File: config.mk
export PLATFORM = sky130hd
export DESIGN_NAME = mdbw_xlate
export DESIGN_NICKNAME = d
export VERILOG_FILES = /design/src/rtl/mdbw_pkg.sv /design/src/rtl/mdbw_win_reg.sv /design/src/rtl/mdbw_decode.sv /design/src/rtl/mdbw_xlate.sv
export SDC_FILE = /design/constraint.sdc
export NUM_CORES = 1
export LEC_CHECK = 0
export ABC_AREA = 0
export BUFFER_PORTS_ARGS = -buffer_cell sky130_fd_sc_hd__buf_2
export CORE_ASPECT_RATIO = 0.7
export CORE_MARGIN = 5
export CORE_UTILIZATION = 25
export CTS_CLUSTER_DIAMETER = 120
export DETAILED_ROUTE_END_ITERATION = 16
export HOLD_SLACK_MARGIN = 0.05
export PLACE_DENSITY_LB_ADDON = 0.15
export SYNTH_ARGS = -nofsm -noshare
export SYNTH_HDL_FRONTEND = slang
export SYNTH_HIERARCHICAL = 1
export SYNTH_SLANG_ARGS = --single-unit
File: constraint.sdc
create_clock -name clk -period 6.72 [get_ports clk]
set_clock_uncertainty 0.15 [all_clocks]
set_input_delay 1.344 -clock clk [delete_from_list [all_inputs] [get_ports clk]]
set_output_delay 1.344 -clock clk [all_outputs]
set_load 0.01 [all_outputs]
File: src/rtl/mdbw_pkg.sv
package mdbw_pkg;
  localparam int OFF_W   = 24;
  localparam int DEST_W  = 10;
  localparam int HOP_W   = 8;
  localparam int XLO_W   = 12;
  localparam int XSHIFT  = 9;

  typedef enum logic [1:0] {RK_RD = 2'd0, RK_WR = 2'd1, RK_DB = 2'd2} rq_kind_t;
  typedef enum logic [1:0] {ST_IDLE, ST_SEND, ST_RESP, ST_DONE} xl_state_t;

  function automatic logic [OFF_W-1:0] f_remote_off(input logic [XLO_W-1:0] xlo,
                                                    input logic [OFF_W-1:0] woff);
    logic [OFF_W-1:0] hi;
    hi = OFF_W'({xlo, {XSHIFT{1'b0}}});
    return hi | woff;
  endfunction

  function automatic logic [3:0] f_lanes(input logic [1:0] sz, input logic [1:0] a);
    case (sz)
      2'd0:    return 4'b1000 >> a;
      2'd1:    return a[1] ? 4'b0011 : 4'b1100;
      default: return 4'b1111;
    endcase
  endfunction

  function automatic logic [15:0] f_db_info(input logic a1, input logic [31:0] wd);
    return a1 ? wd[15:0] : wd[31:16];
  endfunction
endpackage

File: src/rtl/mdbw_win_reg.sv
module mdbw_win_reg #(
  parameter int AW = 32
) (
  input  logic          clk,
  input  logic          rst_n,
  input  logic          we,
  input  logic [1:0]    sel,
  input  logic [31:0]   wdata,
  output logic [AW-1:0] base,
  output logic          en,
  output logic [31:0]   xlat
);
  always_ff @(posedge clk or negedge rst_n) begin
    if (!rst_n) begin
      base <= '0;
      en   <= 1'b0;
      xlat <= '0;
    end else if (we) begin
      case (sel)
        2'd0:    base <= AW'(wdata);
        2'd1:    en   <= wdata[31];
        2'd2:    xlat <= wdata;
        default: ;
      endcase
    end
  end
endmodule

File: src/rtl/mdbw_decode.sv
module mdbw_decode #(
  parameter int AW      = 32,
  parameter int MWIN_LG = 22,
  parameter int DWIN_LG = 12
) (
  input  logic [AW-1:0]      addr,
  input  logic [AW-1:0]      base_m,
  input  logic [AW-1:0]      base_d,
  output logic               hit_m,
  output logic               hit_d,
  output logic [MWIN_LG-1:0] win_off
);
  assign hit_m   = (addr[AW-1:MWIN_LG] == base_m[AW-1:MWIN_LG]);
  assign hit_d   = (addr[AW-1:DWIN_LG] == base_d[AW-1:DWIN_LG]);
  assign win_off = addr[MWIN_LG-1:0];
endmodule

File: src/rtl/mdbw_xlate.sv
module mdbw_xlate
  import mdbw_pkg::*;
#(
  parameter int AW      = 32,
  parameter int MWIN_LG = 22,
  parameter int DWIN_LG = 12
) (
  input  logic              clk,
  input  logic              rst_n,
  input  logic              cfg_we,
  input  logic              cfg_win,
  input  logic [1:0]        cfg_sel,
  input  logic [31:0]       cfg_wdata,
  input  logic              lb_valid,
  input  logic              lb_write,
  input  logic [AW-1:0]     lb_addr,
  input  logic [1:0]        lb_size,
  input  logic [31:0]       lb_wdata,
  output logic              lb_wait,
  output logic [31:0]       lb_rdata,
  output logic              err_flag,
  output logic              rq_valid,
  input  logic              rq_ready,
  output logic [1:0]        rq_kind,
  output logic [DEST_W-1:0] rq_dest,
  output logic [HOP_W-1:0]  rq_hop,
  output logic [OFF_W-1:0]  rq_offset,
  output logic [3:0]        rq_lanes,
  output logic [31:0]       rq_wdata,
  input  logic              rsp_valid,
  input  logic              rsp_err,
  input  logic [31:0]       rsp_data
);
  localparam int NWIN = 2;
  localparam int DEST_LSB = 32 - DEST_W;

  logic [AW-1:0] base_w [NWIN];
  logic          en_w   [NWIN];
  logic [31:0]   xlat_w [NWIN];

  for (genvar w = 0; w < NWIN; w++) begin : g_win
    mdbw_win_reg #(.AW(AW)) u_reg (
      .clk(clk), .rst_n(rst_n),
      .we(cfg_we && (cfg_win == 1'(w))), .sel(cfg_sel), .wdata(cfg_wdata),
      .base(base_w[w]), .en(en_w[w]), .xlat(xlat_w[w])
    );
  end

  logic               hit_m, hit_d;
  logic [MWIN_LG-1:0] win_off;

  mdbw_decode #(.AW(AW), .MWIN_LG(MWIN_LG), .DWIN_LG(DWIN_LG)) u_dec (
    .addr(lb_addr), .base_m(base_w[0]), .base_d(base_w[1]),
    .hit_m(hit_m), .hit_d(hit_d), .win_off(win_off)
  );

  xl_state_t   state;
  rq_kind_t    kind_q;
  logic        hit_any, is_db, win_en;
  logic [31:0] xl;
  logic        acc_start, acc_drop, acc_go, rq_fire, rsp_take;

  assign hit_any   = hit_m || hit_d;
  assign is_db     = !hit_m && hit_d;
  assign win_en    = hit_m ? en_w[0] : en_w[1];
  assign xl        = hit_m ? xlat_w[0] : xlat_w[1];
  assign acc_start = (state == ST_IDLE) && lb_valid && hit_any;
  assign acc_drop  = acc_start && (!win_en || (is_db && !lb_write));
  assign acc_go    = acc_start && !acc_drop;
  assign rq_valid  = (state == ST_SEND);
  assign rq_fire   = rq_valid && rq_ready;
  assign rsp_take  = (state == ST_RESP) && rsp_valid;
  assign rq_kind   = kind_q;
  assign lb_wait   = lb_valid && (acc_start || state == ST_SEND || state == ST_RESP);

  always_ff @(posedge clk or negedge rst_n) begin
    if (!rst_n) begin
      state     <= ST_IDLE;
      kind_q    <= RK_RD;
      rq_dest   <= '0;
      rq_hop    <= '0;
      rq_offset <= '0;
      rq_lanes  <= '0;
      rq_wdata  <= '0;
      lb_rdata  <= '0;
      err_flag  <= 1'b0;
    end else begin
      if (acc_drop || (rsp_take && rsp_err)) err_flag <= 1'b1;
      case (state)
        ST_IDLE: begin
          if (acc_drop) state <= ST_DONE;
          else if (acc_go) begin
            state   <= ST_SEND;
            rq_dest <= xl[31:DEST_LSB];
            if (is_db) begin
              kind_q    <= RK_DB;
              rq_hop    <= '0;
              rq_offset <= '0;
              rq_lanes  <= lb_addr[1] ? 4'b0011 : 4'b1100;
              rq_wdata  <= {16'h0, f_db_info(lb_addr[1], lb_wdata)};
            end else begin
              kind_q    <= lb_write ? RK_WR : RK_RD;
              rq_hop    <= xl[19:12];
              rq_offset <= f_remote_off(xl[XLO_W-1:0], OFF_W'(win_off));
              rq_lanes  <= f_lanes(lb_size, lb_addr[1:0]);
              rq_wdata  <= lb_wdata;
            end
          end
        end
        ST_SEND: if (rq_ready) state <= (kind_q == RK_RD) ? ST_RESP : ST_DONE;
        ST_RESP: if (rsp_valid) begin
          state    <= ST_DONE;
          lb_rdata <= rsp_data;
        end
        default: state <= ST_IDLE;
      endcase
    end
  end

  AST_REQ_HOLD: assert property (@(posedge clk) disable iff (!rst_n)
    rq_valid && !rq_ready |=> rq_valid && $stable(rq_offset) && $stable(rq_dest) && $stable(rq_wdata) && $stable(rq_lanes)) else $error("AST_REQ_HOLD");
  AST_ERR_STICKY: assert property (@(posedge clk) disable iff (!rst_n)
    err_flag |=> err_flag) else $error("AST_ERR_STICKY");
  AST_DROP_SILENT: assert property (@(posedge clk) disable iff (!rst_n)
    acc_drop |=> !rq_valid && err_flag) else $error("AST_DROP_SILENT");
  AST_LANES_SHAPE: assert property (@(posedge clk) disable iff (!rst_n)
    rq_valid |-> ($countones(rq_lanes) == 1 || $countones(rq_lanes) == 2 || $countones(rq_lanes) == 4)) else $error("AST_LANES_SHAPE");
  AST_RESP_ONLY_READ: assert property (@(posedge clk) disable iff (!rst_n)
    (state == ST_RESP) |-> (rq_kind == 2'd0)) else $error("AST_RESP_ONLY_READ");
  AST_MISS_IGNORED: assert property (@(posedge clk) disable iff (!rst_n)
    (state == ST_IDLE && lb_valid && !hit_any) |=> !rq_valid && $stable(err_flag)) else $error("AST_MISS_IGNORED");
endmodule

**After elaboration in Yosys (flattened, before gate mapping)**

Index checks and enable logic that the tools add are counted.

- Equality and inequality tests: 10
- Shift-type cells: 1
- Muxes and demuxes: 17
- Bitwise gates (word level): 3
- Reductions and logical operators: 33

Operators by type and width:

| kind | number |
|---|---|
| 32-bit 2-to-1 mux | 2 |
| 22-bit 2-to-1 mux | 1 |
| 21-bit by 22-bit OR with 22-bit output | 1 |
| 20-bit equality test | 1 |
| 16-bit 2-to-1 mux | 1 |
| 2-bit AND reduction | 7 |
| 1-bit logical AND | 11 |
| 10-bit equality test | 1 |
| 2-bit 2-to-1 mux | 5 |
| 2-bit zero test | 4 |
| 4-bit 2-to-1 mux | 2 |
| 8-bit 2-to-1 mux | 1 |
| 4-bit one-hot mux with 2 select lines | 1 |
| 2-bit by 1-bit equality test with 1-bit output (second input constant) | 3 |
| 2-bit one-hot mux with 3 select lines | 1 |
| 3-bit AND reduction | 2 |
| 1-bit logical OR | 5 |
| 2-bit equality test (second input constant) | 2 |
| 1-bit zero test | 4 |
| 4-bit by 2-bit right shift with 4-bit output (first input constant) | 1 |
| 1-bit 2-to-1 mux | 3 |
| 3-bit inequality test (second input constant) | 1 |
| 2-bit by 1-bit inequality test with 1-bit output (second input constant) | 1 |
| 2-bit inequality test (second input constant) | 1 |
| 1-bit inverter | 2 |

- Bits in registers: 245
- Input bits: 141
- Output and inout bits: 115
- Word-level logic and storage cells: 79

**Longest topological paths before layout**

- Word-level depth: 11
- Depth in mapped cells: 11
- Mapped depth without buffers: 8

**Modules after synthesis**

Netlist, hierarchy kept.

Modules (own cells, without submodules):

| module | instances | cells each | area an instance (µm²) | seq. area each (µm²) |
|---|---|---|---|---|
| mdbw_xlate | 1 | 352 | 4913.5 | 2827.7 |
| mdbw_win_reg | 2 | 139 | 2444.8 | 1626.6 |
| mdbw_decode | 1 | 62 | 500.5 | 0.0 |

**Worst setup path after synthesis**

No wires, ideal clock.

- Path kind: in2out
- From: input port lb_addr[31]
- To: output port lb_wait
- Arrival time: 2670 ps
- Required time: 5226 ps
- Path slack: 2556 ps
- Stages: 7
- Path buffers: 0
- Cells stage by stage: xor2_1 -> nor4_1 -> nand3_1 -> nor3_2 -> nor2_2 -> nor2_4 -> o31a_1

- Longest elaborated chain between the ends: 6
- Elaborated cells on any way between the ends: 7
- Those cells by class: 2 x eq/ne; 5 x reduce/logical

Ends and longest elaborated chain:

| item | RTL line | text |
|---|---|---|
| start: declaration | mdbw_xlate.sv:16 | `input logic [AW-1:0] lb_addr,` |
| 20-bit equality test | mdbw_decode.sv:14 | `assign hit_d = (addr[AW-1:DWIN_LG] == base_d[AW-1:DWIN_LG]);` |
| named net hit_d | mdbw_xlate.sv:49 | `logic hit_m, hit_d;` |
| 1-bit logical OR | mdbw_xlate.sv:63 | `assign hit_any = hit_m \|\| hit_d;` |
| 1-bit logical AND | mdbw_xlate.sv:67 | `assign acc_start = (state == ST_IDLE) && lb_valid && hit_any;` |
| 1-bit logical OR (2 in a row) | mdbw_xlate.sv:74 | `assign lb_wait = lb_valid && (acc_start \|\| state == ST_SEND \|\| state == ST_RESP);` |
| 1-bit logical AND | mdbw_xlate.sv:74 |  |
| end: declaration | mdbw_xlate.sv:19 | `output logic lb_wait,` |

The timed path passes the listed nets, and every way through them passes these cells.

**Worst setup path in the final report**

- From: input port lb_addr[16]
- To: output port lb_wait

The elaborated chain is that of the path after synthesis.

==> results list <==
* Area inside the core boundary: 33500 µm²
* Count of final max-slew check failures: 0
* Hold buffer count at CTS: 0
- The H-tree was split into 4 levels.
- In the finished design, the share of the clock period the worst path needs comes to 0.746.
- The number of global-route vias before repair came to 5749.
* Setup TNS Final: 0 ns
- Setup violations remaining at the end of the flow were counted as 0.
* DR WL/cell: 19.1 µm
- Among cell families on the critical path, the largest total delay comes from simple AND/OR/NAND/NOR gates.
- First-pass GRT wire length: 36600 µm
- At the pin with the least slew margin, the transition time is 1.17 ns.
- Tracing the worst setup path back leads to its startpoint at lb_addr[16].
- Global route overflow: 0
- Class of the tightest hold or removal check: reg -> reg
* Initial antenna violation count: 2
- Buffers added to address setup during post-CTS repair amount to 0.
- Largest fanout of any net on the critical path: 25
- Setup repair after global routing left no endpoint under its margin.
- Pwr dens: 311 nW/µm²
- Crit-path slowest cell: sky130_fd_sc_hd__nor3_2
- Peak supply drop: 0.000142 V
- Clock sink count: 193
- TritonCTS built the clock tree.
- Final net count: 958
- Fillers: 3426
- Cells resized by post-CTS repair: 0
* Die Footprint: 37700 µm²
* Number of nets with antenna violations after detailed routing: 0
- The later pin in the worst-skew pair is clocked with a latency of 0.45 ns.
- Input/output buffers: 253
- Final period demand of the worst path: 5.01 ns
- On the final layout, the worst hold slack is 0.346 ns.
- The sequential cells in the finished layout cover a total of 4830 µm².
* Cell-by-cell trace of the critical path: buf_2 -> xor2_1 -> nor4_1 -> nand3_1 -> nor3_2 -> nor2_2 -> nor2_4 -> buf_4 -> o31a_1 -> buf_2
* Layout-stage area growth over the synthesis result: 24.7%
- For this run, design rule violations remaining after detail routing come to 0.
* Die extent in y: 164 µm
- Cell occurring most often along the worst timing path: sky130_fd_sc_hd__buf_2
* Critical path launch point type: input port
- Clock tree buffer depth: 2
- For this block, the initial DRC count from the detailed router was 229.
- In this run the most critical hold path is launched from rq_offset[9].
- Entering global routing, the biggest net connects 115 pins.
- Via-to-Cell Ratio: 4.29
* Data required time of the critical path: 5.23 ns
* Iteration count of the initial detailed-routing pass: 6
- Headroom to the max-slew limit came out at 0.218.
- Kind of critical path: in -> out
- Total wire length after detailed routing: 24100 µm
* Initial core utilization: 0.253
- The tree is rooted in a sky130_fd_sc_hd__clkbuf_16.
- Yosys printed 6 warnings.
- WP data arrival: 3.52 ns
- The die is 230 µm wide.
- Inserted Diodes: 0
- In this run the static leakage power is 5.14 nW.
* Final weighted congestion in routability-driven placement: 0.754
- For this design the top-level I/O count stands at 256.
- The flow ran to the end, and the final reports show no timing, DRC or antenna violations.
* Crit path buf inv count: 3
* Worst reg2reg path startpoint: g_win[0].u_reg/base[25]
- CTS Buf Count: 17
- In the final layout, the share of cells above drive strength 1 is 0.563.
- Multi-input combinational cell area: 3230 µm²
- Clock slew at reported path FFs: 0.07 ns
* Post-Synthesis Cells: 590
* Total via count after detailed routing: 5409
- The floorplan has 56 rows.
* Peak Freq: 200 MHz
- Global-route usage over all layers: 0.129
- Max-cap violations in this run came to 0.
* Final Hold Fails: 0
* Element type at the critical path end: output pin
* Half-perimeter wire length after placement: 17600 µm
- Netlist Area Pre-Place: 8470 µm²
- Mean instance size in the synthesized netlist: 14.4 µm²
* Delay contributed by the slowest stage of the critical path: 0.43 ns
## state kept, by name, indices dropped and copies added, names as in the netlist, 4 cells and up
name / count
rq_lanes: 4
rq_dest: 10
rq_hop: 8
g_win.u_reg/xlat: 48
g_win.u_reg/base: 30
rq_offset: 22
rq_wdata: 32
lb_rdata: 32
## metrics by stage
step | setup WS, ns | utilization | instances | total power (W) | instance area (µm²)
final | 1.71 | 0.316 | 1261 | 0.00328 | 10600
after global routing | 1.54 | 0.316 | 1261 | 0.00347 | 10600
after CTS | 1.67 | 0.316 | 1261 | 0.00336 | 10600
after detailed placement | 1.67 | 0.297 | 1229 | 0.00223 | 9950
after global placement | 1.70 | 0.297 | 1229 | 0.00222 | 9950
after floorplan | 2.56 | - | 591 | 0.00194 | 8480
## worst paths after layout
path	to	slack, ns	depth (start not counted)
min reg2reg	rq_offset[9]	0.35	1
max	lb_wait	1.71	10
min	rq_offset[9]	0.35	1
min in group asynchronous	rq_wdata[22]	0.76	1
max reg2reg	rq_wdata[14]	2.96	8
max in group asynchronous	rq_dest[5]	4.53	2
## worst register-to-register path: stages, from the launching register on
cell	delay, ns
sky130_fd_sc_hd__dfrtp_1	0.41
sky130_fd_sc_hd__xnor2_1	0.18
sky130_fd_sc_hd__nand4_1	0.13
sky130_fd_sc_hd__nor4_2	0.55
sky130_fd_sc_hd__buf_4	0.46
sky130_fd_sc_hd__nand2_1	0.19
sky130_fd_sc_hd__o21ai_4	0.29
sky130_fd_sc_hd__nand2_4	0.63
sky130_fd_sc_hd__mux2_2	0.64
## power by group
| part | internal [W] | total (W) | switching (W) |
|---|---|---|---|
| sequential | 0.00138 | 0.00150 | 0.000115 |
| clock | 0.000607 | 0.00110 | 0.000489 |
| combinational | 0.000365 | 0.000691 | 0.000325 |
## per-layer routing
| layer | vias up | part of all wire | global-route usage |
|---|---|---|---|
| li1 | 2556 | - | - |
| met1 | 2716 | 0.50 | 0.184 |
| met2 | 119 | 0.45 | 0.192 |
| met3 | 14 | 0.042 | 0.0378 |
| met4 | 4 | 0.0077 | 0.0310 |
| met5 | - | 0.0013 | 0 |
## layout by cell type (no fill, tap or decap), types with 4 or more instances in the layout
cell,instances
sky130_fd_sc_hd__a21oi_1,14
sky130_fd_sc_hd__clkbuf_16,17
sky130_fd_sc_hd__a31oi_1,11
sky130_fd_sc_hd__buf_4,4
sky130_fd_sc_hd__dfrtp_1,193
sky130_fd_sc_hd__nand2_1,5
sky130_fd_sc_hd__o2bb2ai_2,10
sky130_fd_sc_hd__buf_2,252
sky130_fd_sc_hd__inv_1,6
sky130_fd_sc_hd__xor2_1,13
sky130_fd_sc_hd__a22o_1,35
sky130_fd_sc_hd__xnor2_1,16
sky130_fd_sc_hd__ha_1,4
sky130_fd_sc_hd__mux2i_1,10
sky130_fd_sc_hd__nor2_1,14
sky130_fd_sc_hd__nand4_1,5
sky130_fd_sc_hd__mux2_2,152
sky130_fd_sc_hd__o21ai_0,6
sky130_fd_sc_hd__mux2_1,4
## final cells by class
cell class / instances / share of cell area
tap: 435 / 0.0515
inverter: 6 / 0.00213
clock inverter: 12 / 0.0161
timing repair buffer: 258 / 0.125
multi-input combinational: 337 / 0.306
clock buffer: 20 / 0.0423
sequential: 193 / 0.457
Power figures use the tool's default switching activity.
